**src/rtl/sdcmd_pkg.sv**
```systemverilog
package sdcmd_pkg;

  typedef enum logic [3:0] {
    ST_IDLE    = 4'd0,
    ST_INIT    = 4'd1,
    ST_TXSTART = 4'd2,
    ST_TXDIR   = 4'd3,
    ST_TXBODY  = 4'd4,
    ST_TXCRC   = 4'd5,
    ST_TXEND   = 4'd6,
    ST_RXSTART = 4'd7,
    ST_RXIRQ   = 4'd8,
    ST_RXDIR   = 4'd9,
    ST_RXIDX   = 4'd10,
    ST_RXDATA  = 4'd11,
    ST_RXCRC   = 4'd12,
    ST_RXEND   = 4'd13,
    ST_GAP     = 4'd14,
    ST_TURN    = 4'd15
  } sd_state_t;

  localparam int CRC_W = 7;
  localparam logic [CRC_W-1:0] CRC_POLY = 7'h09;

  function automatic logic [CRC_W-1:0] crc7_step(input logic [CRC_W-1:0] c, input logic d);
    logic fb;
    fb = d ^ c[CRC_W-1];
    return {c[CRC_W-2:0], 1'b0} ^ (fb ? CRC_POLY : '0);
  endfunction

endpackage

```
**src/rtl/sdcmd_crc7.sv**
```systemverilog
module sdcmd_crc7
  import sdcmd_pkg::*;
(
  input  logic             clk,
  input  logic             rst_n,
  input  logic             clr,
  input  logic             en,
  input  logic             din,
  output logic [CRC_W-1:0] crc
);

  always_ff @(posedge clk) begin
    if (!rst_n || clr) crc <= '0;
    else if (en)       crc <= crc7_step(crc, din);
  end


  crc_hold_chk: assert property (@(posedge clk) disable iff (!rst_n)
    (!clr && !en) |=> $stable(crc));

endmodule

```
**src/rtl/sdcmd_capture.sv**
```systemverilog
module sdcmd_capture #(
  parameter int W = 8
) (
  input  logic         clk,
  input  logic         rst_n,
  input  logic         clr,
  input  logic         en,
  input  logic         din,
  output logic [W-1:0] q
);

  always_ff @(posedge clk) begin
    if (!rst_n || clr) q <= '0;
    else if (en)       q <= {q[W-2:0], din};
  end

endmodule

```
**src/rtl/sdcmd_path.sv**
```systemverilog
module sdcmd_path
  import sdcmd_pkg::*;
#(
  parameter int IDX_W     = 6,
  parameter int ARG_W     = 32,
  parameter int SHORT_W   = 32,
  parameter int LONG_W    = 120,
  parameter int INIT_CLKS = 74,
  parameter int TURN_MAX  = 64,
  parameter int GAP_CLKS  = 8
) (
  input  logic              clk,
  input  logic              rst_n,
  input  logic              cmd_valid,
  output logic              cmd_ready,
  input  logic [IDX_W-1:0]  cmd_index,
  input  logic [ARG_W-1:0]  cmd_arg,
  input  logic              cmd_resp_en,
  input  logic              cmd_resp_long,
  input  logic              cmd_line_in,
  output logic              cmd_line_out,
  output logic              cmd_line_oe,
  output logic [IDX_W-1:0]  resp_index,
  output logic [LONG_W-1:0] resp_payload,
  output logic              resp_done,
  output logic              err_crc,
  output logic              err_timeout,
  output logic [3:0]        fsm_state
);

  localparam int BODY_W = IDX_W + ARG_W;
  localparam int M1     = (INIT_CLKS > LONG_W) ? INIT_CLKS : LONG_W;
  localparam int M2     = (TURN_MAX > BODY_W) ? TURN_MAX : BODY_W;
  localparam int MAXLEN = (M1 > M2) ? M1 : M2;
  localparam int CNT_W  = $clog2(MAXLEN + 1);

  sd_state_t          state, state_n;
  logic [CNT_W-1:0]   cnt;
  logic               init_done;
  logic [BODY_W-1:0]  body_sh;
  logic               want_resp, is_long;
  logic [IDX_W-1:0]   exp_idx;
  logic               line_q;
  logic               done_q, err_crc_q, err_to_q;
  logic [CRC_W-1:0]   tx_crc, rx_crc, rcv_crc;
  logic [2:0]         crc_pos;
  logic               accept, resp_bad, timed_out;

  function automatic logic hit(input logic [CNT_W-1:0] c, input int len);
    return c == CNT_W'(len - 1);
  endfunction

  assign accept  = cmd_valid && (state == ST_IDLE);
  assign crc_pos = 3'(CRC_W - 1) - cnt[2:0];

  always_comb begin
    state_n = state;
    case (state)
      ST_IDLE:    if (accept) state_n = init_done ? ST_TXSTART : ST_INIT;
      ST_INIT:    if (hit(cnt, INIT_CLKS)) state_n = ST_TXSTART;
      ST_TXSTART: state_n = ST_TXDIR;
      ST_TXDIR:   state_n = ST_TXBODY;
      ST_TXBODY:  if (hit(cnt, BODY_W)) state_n = ST_TXCRC;
      ST_TXCRC:   if (hit(cnt, CRC_W)) state_n = ST_TXEND;
      ST_TXEND:   state_n = want_resp ? ST_TURN : ST_GAP;
      ST_TURN: begin
        if (!cmd_line_in)             state_n = ST_RXSTART;
        else if (hit(cnt, TURN_MAX))  state_n = ST_GAP;
      end
      ST_RXSTART: state_n = ST_RXDIR;
      ST_RXDIR:   state_n = ST_RXIDX;
      ST_RXIDX:   if (hit(cnt, IDX_W)) state_n = ST_RXDATA;
      ST_RXDATA: begin
        if (is_long && hit(cnt, LONG_W))        state_n = ST_RXEND;
        else if (!is_long && hit(cnt, SHORT_W)) state_n = ST_RXCRC;
      end
      ST_RXCRC:   if (hit(cnt, CRC_W)) state_n = ST_RXEND;
      ST_RXEND:   state_n = ST_GAP;
      ST_GAP:     if (hit(cnt, GAP_CLKS)) state_n = ST_IDLE;
      default:    state_n = ST_IDLE;
    endcase
  end

  assign timed_out = (state == ST_TURN) && cmd_line_in && hit(cnt, TURN_MAX);
  assign resp_bad  = !line_q || (!is_long && ((rcv_crc != rx_crc) || (resp_index != exp_idx)));

  always_ff @(posedge clk) begin
    if (!rst_n) begin
      state     <= ST_IDLE;
      cnt       <= '0;
      init_done <= 1'b0;
      body_sh   <= '0;
      want_resp <= 1'b0;
      is_long   <= 1'b0;
      exp_idx   <= '0;
      line_q    <= 1'b1;
      done_q    <= 1'b0;
      err_crc_q <= 1'b0;
      err_to_q  <= 1'b0;
    end else begin
      state  <= state_n;
      cnt    <= (state_n != state) ? '0 : cnt + 1'b1;
      line_q <= cmd_line_in;
      done_q <= (state == ST_RXEND);
      if (state == ST_INIT && hit(cnt, INIT_CLKS)) init_done <= 1'b1;
      if (accept) begin
        body_sh   <= {cmd_index, cmd_arg};
        want_resp <= cmd_resp_en;
        is_long   <= cmd_resp_long;
        exp_idx   <= cmd_index;
        err_crc_q <= 1'b0;
        err_to_q  <= 1'b0;
      end else begin
        if (state == ST_TXBODY) body_sh <= {body_sh[BODY_W-2:0], 1'b0};
        if (state == ST_RXEND && resp_bad) err_crc_q <= 1'b1;
        if (timed_out) err_to_q <= 1'b1;
      end
    end
  end

  always_comb begin
    cmd_line_oe  = 1'b0;
    cmd_line_out = 1'b1;
    case (state)
      ST_INIT, ST_TXDIR, ST_TXEND, ST_GAP: cmd_line_oe = 1'b1;
      ST_TXSTART: begin cmd_line_oe = 1'b1; cmd_line_out = 1'b0; end
      ST_TXBODY:  begin cmd_line_oe = 1'b1; cmd_line_out = body_sh[BODY_W-1]; end
      ST_TXCRC:   begin cmd_line_oe = 1'b1; cmd_line_out = tx_crc[crc_pos]; end
      default: ;
    endcase
  end

  sdcmd_crc7 u_tx_crc (
    .clk(clk), .rst_n(rst_n), .clr(accept),
    .en(state inside {ST_TXSTART, ST_TXDIR, ST_TXBODY}),
    .din(cmd_line_out), .crc(tx_crc)
  );

  sdcmd_crc7 u_rx_crc (
    .clk(clk), .rst_n(rst_n), .clr(accept),
    .en(state inside {ST_RXSTART, ST_RXDIR, ST_RXIDX, ST_RXDATA}),
    .din(line_q), .crc(rx_crc)
  );

  sdcmd_capture #(.W(IDX_W)) u_idx_cap (
    .clk(clk), .rst_n(rst_n), .clr(accept), .en(state == ST_RXIDX),
    .din(line_q), .q(resp_index)
  );

  sdcmd_capture #(.W(LONG_W)) u_data_cap (
    .clk(clk), .rst_n(rst_n), .clr(accept), .en(state == ST_RXDATA),
    .din(line_q), .q(resp_payload)
  );

  sdcmd_capture #(.W(CRC_W)) u_crc_cap (
    .clk(clk), .rst_n(rst_n), .clr(accept), .en(state == ST_RXCRC),
    .din(line_q), .q(rcv_crc)
  );

  assign cmd_ready   = (state == ST_IDLE);
  assign resp_done   = done_q;
  assign err_crc     = err_crc_q;
  assign err_timeout = err_to_q;
  assign fsm_state   = state;


  accept_next_chk: assert property (@(posedge clk) disable iff (!rst_n)
    (cmd_valid && cmd_ready) |=> (fsm_state == ST_INIT || fsm_state == ST_TXSTART));


  tx_start_next_chk: assert property (@(posedge clk) disable iff (!rst_n)
    (state == ST_TXSTART) |=> (state == ST_TXDIR && cmd_line_out));


  tx_dir_next_chk: assert property (@(posedge clk) disable iff (!rst_n)
    (state == ST_TXDIR) |=> (state == ST_TXBODY));


  tx_end_next_chk: assert property (@(posedge clk) disable iff (!rst_n)
    (state == ST_TXEND) |=> (state == ST_TURN || state == ST_GAP));


  timeout_src_chk: assert property (@(posedge clk) disable iff (!rst_n)
    $rose(err_timeout) |-> ($past(state) == ST_TURN));


  err_hold_chk: assert property (@(posedge clk) disable iff (!rst_n)
    !(state == ST_RXEND || state == ST_TURN || accept) |=> ($stable(err_crc) && $stable(err_timeout)));


  done_pulse_chk: assert property (@(posedge clk) disable iff (!rst_n)
    resp_done |=> !resp_done);


  no_irq_state_chk: assert property (@(posedge clk) disable iff (!rst_n)
    fsm_state != ST_RXIRQ);

endmodule

```
**config.mk**
```make
export PLATFORM = sky130hd
export DESIGN_NAME = sdcmd_path
export DESIGN_NICKNAME = d
export VERILOG_FILES = /design/src/rtl/sdcmd_pkg.sv /design/src/rtl/sdcmd_crc7.sv /design/src/rtl/sdcmd_capture.sv /design/src/rtl/sdcmd_path.sv
export SDC_FILE = /design/constraint.sdc
export NUM_CORES = 1
export LEC_CHECK = 0
export ABC_AREA = 1
export BUFFER_PORTS_ARGS = -buffer_cell sky130_fd_sc_hd__buf_2
export CORE_UTILIZATION = 56
export CTS_BUF_LIST = sky130_fd_sc_hd__clkbuf_8
export DETAILED_ROUTE_END_ITERATION = 10
export GPL_TIMING_DRIVEN = 0
export PLACE_DENSITY_LB_ADDON = 0.08
export SETUP_SLACK_MARGIN = 0.02
export SLEW_MARGIN = 25
export SYNTH_ARGS = -nofsm -noshare
export SYNTH_HDL_FRONTEND = slang
export SYNTH_SLANG_ARGS = --single-unit
```
**constraint.sdc**
```tcl
create_clock -name clk -period 2.1 [get_ports clk]
set_clock_uncertainty 0.2 [all_clocks]
set_input_delay 0.63 -clock clk [delete_from_list [all_inputs] [get_ports clk]]
set_output_delay 0.63 -clock clk [all_outputs]
set_load 0.02 [all_outputs]
```
# [Yosys cells after proc, flatten, opt, wreduce, memory -nomap -nowiden]
# Index checks and enable logic that the tools add are counted.
# W data, S select, Z words.
[totals] register_bits=209 latchBits=0 ram_bits=0 mem_bits_ro=0 input_bits=44 output_inout_bits=136 word_cells=92 memories=0
[classes] n_addsub=2 n_mul=0 div_mod_pow=0 order_cmp=1 eq_ne=25 n_shift=0 mux=22 bitwise_logic=5 reduce_logical=21
[ops] operator="$mux W38" count=2
[ops] operator="$pmux W4 S15" count=1
[ops] operator="$mux W4" count=13
[ops] operator="$eq A4 B4 Y1 const B" count=7
[ops] operator="$eq A7 B3 Y1 const B" count=3
[ops] operator="$eq A4 B3 Y1 const B" count=4
[ops] operator="$eq A7 B6 Y1 const B" count=2
[ops] operator="$eq A7 B7 Y1 const B" count=2
[ops] operator="$xor A7 B7 Y7" count=2
[ops] operator="$eq A4 B2 Y1 const B" count=2
[ops] operator="$logic_and A1 B1 Y1" count=8
[ops] operator="$add A7 B1 Y7 const B" count=1
[ops] operator="$eq A7 B5 Y1 const B" count=1
[ops] operator="$ne A7 B7 Y1" count=1
[ops] operator="$reduce_or A7 Y1" count=1
[ops] operator="$ne A6 B6 Y1" count=1
[ops] operator="$eq A4 B1 Y1 const B" count=1
[ops] operator="$logic_not A4 Y1" count=1
[ops] operator="$lt A3 B4 Y1 const B" count=1
[ops] operator="$ne A4 B4 Y1" count=1
[ops] operator="$reduce_bool A4 Y1" count=1
[ops] operator="$reduce_or A2 Y1" count=2
[ops] operator="$bmux W1 S3" count=1
[ops] operator="$logic_not A1 Y1" count=3
[ops] operator="9 further kinds" count=14

# [Logic depth before layout (Yosys ltp)]
[logic_depth] word_depth=7 mapped_depth=13 ltp_nobuf=13

# [Cells and area by module]
# Synthesis repeated with hierarchy kept, for this count alone.
[hier_totals] hier_cells=1134 hier_area_um2=8389.3
[modules_own_cells] module="sdcmd_capture at u_data_cap" instances=1 cells_each=522 area_per_inst_um2=4172.8 seq_area_each_um2=2402.3
[modules_own_cells] module="sdcmd_path" instances=1 cells_each=471 area_per_inst_um2=3096.7 seq_area_each_um2=1241.2
[modules_own_cells] module="sdcmd_crc7" instances=2 cells_each=41 area_per_inst_um2=331.6 seq_area_each_um2=140.1
[modules_own_cells] module="sdcmd_capture at u_crc_cap" instances=1 cells_each=32 area_per_inst_um2=250.2 seq_area_each_um2=140.1
[modules_own_cells] module="sdcmd_capture at u_idx_cap" instances=1 cells_each=27 area_per_inst_um2=206.4 seq_area_each_um2=120.1

# [Least setup slack after synthesis]
# OpenSTA, ideal clock, no wires.
[synth_timing] path_kind="register -> output" from="register cnt[0]" to="output port cmd_line_out" t_arrival_ps=1357 required_time_ps=1270 path_slack_ps=-87 stages_incl_launch_ff=8 path_buffers=0 cell_sequence="dfxtp_1 > inv_1 > ha_1 > inv_1 > nand2_1 > nand3b_1 > nand3_1 > nand2_1"
[synth_between] elab_chain_cells=4
[synth_lines] element="start, declared" line="sdcmd_path.sv:38" rtl="logic [CNT_W-1:0] cnt;"
[synth_lines] element="start signal, assigned" line="sdcmd_path.sv:102" rtl="cnt <= (state_n != state) ? '0 : cnt + 1'b1;"
[synth_lines] element="$sub A3 B3 Y3" line="sdcmd_path.sv:54" rtl="assign crc_pos = 3'(CRC_W - 1) - cnt[2:0];"
[synth_lines] element="$bmux W1 S3" line="sdcmd_path.sv:128" rtl="ST_TXCRC: begin cmd_line_oe = 1'b1; cmd_line_out = tx_crc[crc_pos]; end"
[synth_lines] element="$mux W1 (not written as such)" line="sdcmd_path.sv:128"
[synth_lines] element="$pmux W1 S3" line="sdcmd_path.sv:124" rtl="case (state)"
[synth_lines] element="end, declared" line="sdcmd_path.sv:21" rtl="output logic cmd_line_out,"
# Every way passes these cells. The select of a mux whose other input is x is not followed.

# [Worst setup path after layout]
# Ends and elaborated chain as after synthesis.

==> run summary <==
run status: finished, violations left
violated checks: negative setup slack
Worst EP required: 1.27 ns
R2R cell count: 14
Min Hold Slack: 0.1737 ns
Via Count: 8140
Seq cells post-synth: 209
largest net degree at the start of global routing: 11
Crit path depth: 7
# DRC: 0
Fill cells: 1151
worst path bufs/invs: 2
Layout area overhead: 28.40%
total clock buffers created by CTS: 35
HP Class: primary input to register
number of global-route vias before repair: 7243
first-pass GRT wire length: 32880 um
adder-cell area share of the yosys netlist: 0.004554
Die Y: 123.3 um
Clock Pin Slew Worst Setup and Hold Paths: 0.07 ns
Clk pwr share: 0.436
DRT antenna net count: 0
nets: 1411
startpoint types: register
clk root buf: clkbuf_8
max incr delay on CP: 0.39 ns
Slew HR: 0.6032
Ys Warns: 0
main combinational cell family by area after synthesis: simple AND/OR/NAND/NOR gates
post-layout util: 0.7508
Power, Total: 8.008 mW
post-synthesis mux area share: 0
First DRT Iteration DRCs: 453
die area: 15210 um2
most used cell, CP: nand3_1
routability cong.: 0.9391
Leakage: 4.424 nW
switching share of total power: 0.2342
Syn Area/Cell: 7.353 um2
CTS sink count: 209
GRT overflow: 0
register area share after synthesis: 0.5076
crit path max fanout: 4
Cell Chain, Critical Path: inv_4, ha_4, nand3_1, nand3_1, nand3_2, nand2_2, buf_6
Max Cap Violations: 0
antenna violations before repair: 0
Reg area: 4207 um2
vias per cell: 5.205
most frequent cells in the layout: 437 x nand2_1, 206 x buf_2, 203 x dfxtp_1
synthesized area: 8243 um2
CTS Hold Bufs: 0
Cells after Synth: 1121
Net Count, Synth: 1168
Setup WS pre-CTS: -0.2171 ns
total core area: 14100 um2
Final Max Tran Viols: 0
Pint: 6.132 mW
Final WS setup: -0.5342 ns
commonest non-fill, non-tap cell in the layout: nand2_1
Peak supply drop: 0.6168 mV
GRT Overall Usage: 0.2687
Worst EP arrival: 1.80 ns
Clock Latency Late Sink: 0.51 ns
P_sw: 1.876 mW
simple-gate share of the synthesized area: 0.2766
# setup viols final: 3
Netlist cell types: 30
Final Hold Vio Count: 0
slowest cell on the critical path: dfxtp_4
WHS Path Cells: 2
post-synthesis compound-gate area fraction: 0.1428
register share of total power: 0.508
routed wire length: 21030 um
post-synthesis xor/xnor area fraction: 0.01488
unrepaired setup endpoints after global routing: true
I/O Buffers: 179
Final period util: 1.254
Worst Setup End Kind: output pin
CTS tree: built
Die Wd: 123.3 um
family with the most delay on the worst path: simple AND/OR/NAND/NOR gates
WL/cell: 13.45 um
DPL Wire Length: 13920 um
WS Path Type: register to output pin
top-level port count: 180
CTS max path bufs: 3
Slew @ Worst Pin: 0.5951 ns
router iterations before antenna repair: 5
Initial Utilization: 0.5848
FMAX: 379.6 MHz
layout cells sized above 1: 0.2710
CTS H-tree depth: 2
P per Cell Area: 756.6 nW/um2
# rows: 43
Logic pwr share: 0.056
Multi-input gate area: 3854 um2
# diodes: 0
fin crit period: 2.634 ns
layout make-up:
type,count,share of cell area
tap,180,0.02128
timing repair buffer,206,0.1086
clock inverter,18,0.01206
multi-input combinational,804,0.3641
clock buffer,39,0.05072
sequential,209,0.3974
inverter,49,0.01951
buffer,59,0.02624
cells by family (layout without fill, tap and decap cells):
group / after synthesis / in the layout
compound gates: 218 / 218
xor+xnor: 14 / 14
fa+ha+maj: 3 / 3
buf+inv: 108 / 371
flops: 209 / 209
simple gates: 569 / 569
power groups by stage:
stage / clock network [mW] / logic [mW] / registers, mW
after detailed placement: 0 / 0.383 / 4.16
after global placement: 0 / 0.378 / 4.16
after floorplan: 0 / 0.261 / 4.15
after global routing: 3.73 / 0.497 / 4.07
after CTS: 3.54 / 0.424 / 4.07
final: 3.49 / 0.446 / 4.07
metrics by stage:
step,TNS (ns),instances,area [um2]
2_1_floorplan,0,1121,8247
5_1_grt,-1.530,1564,10580
4_1_cts,-1.496,1558,10350
3_3_place_gp,-12.29,1480,9368
3_5_place_dp,-13.52,1480,9368
6_report,-0.7898,1564,10580
synth_stat cells:
master	count	share of area
a211oi_1	9	0.0082
a21oi_1	151	0.092
a21oi_2	1	0.0011
a31oi_1	40	0.030
buf_1	6	0.0027
buf_2	29	0.018
clkbuf_1	24	0.011
clkinv_1	1	0.00045
dfxtp_1	209	0.51
ha_1	3	0.0046
inv_1	43	0.020
inv_2	5	0.0023
nand2_1	454	0.21
nand2_2	5	0.0038
nand3_1	24	0.015
nand3_2	2	0.0024
nand3_4	1	0.0021
nand3b_1	2	0.0018
nand4_1	6	0.0046
nor2_1	60	0.027
nor2_2	4	0.0030
nor2_4	4	0.0055
nor3_1	4	0.0024
o21ai_0	12	0.0073
o21ai_2	1	0.0011
o21bai_1	1	0.00091
o22ai_1	3	0.0023
or2_2	3	0.0023
xnor2_1	8	0.0085
xor2_1	6	0.0064
final timing paths:
| check | start | endpoint | slack, ns |
|---|---|---|---|
| max reg2reg | cnt[1] | cnt[1] | 0.01 |
| min reg2reg | u_data_cap.q[20] | u_data_cap.q[21] | 0.27 |
| min | cmd_line_in | line_q | 0.17 |
| max | cnt[0] | cmd_line_out | -0.53 |
metal layers:
metal	part of all wire	track usage
met1	0.44	0.3402
met2	0.46	0.4368
met3	0.071	0.07057
met4	0.029	0.1039
met5	0	0
registers in the layout, indices dropped and copies added, names as in the netlist:
signal	flops
body_sh	38
cnt	7
err_crc	1
err_timeout	1
exp_idx	6
fsm_state	4
init_done	1
is_long	1
line_q	1
resp_done	1
u_crc_cap.q	7
u_data_cap.q	120
u_idx_cap.q	6
u_rx_crc.crc	7
u_tx_crc.crc	7
want_resp	1
repair_timing:
action,4_1_cts,5_1_grt
resized for setup,59,58
buffers inserted,21,13
setup endpoints to repair,147,51
pin swaps,8,29
No activity file was read; power rests on OpenSTA's default activity.
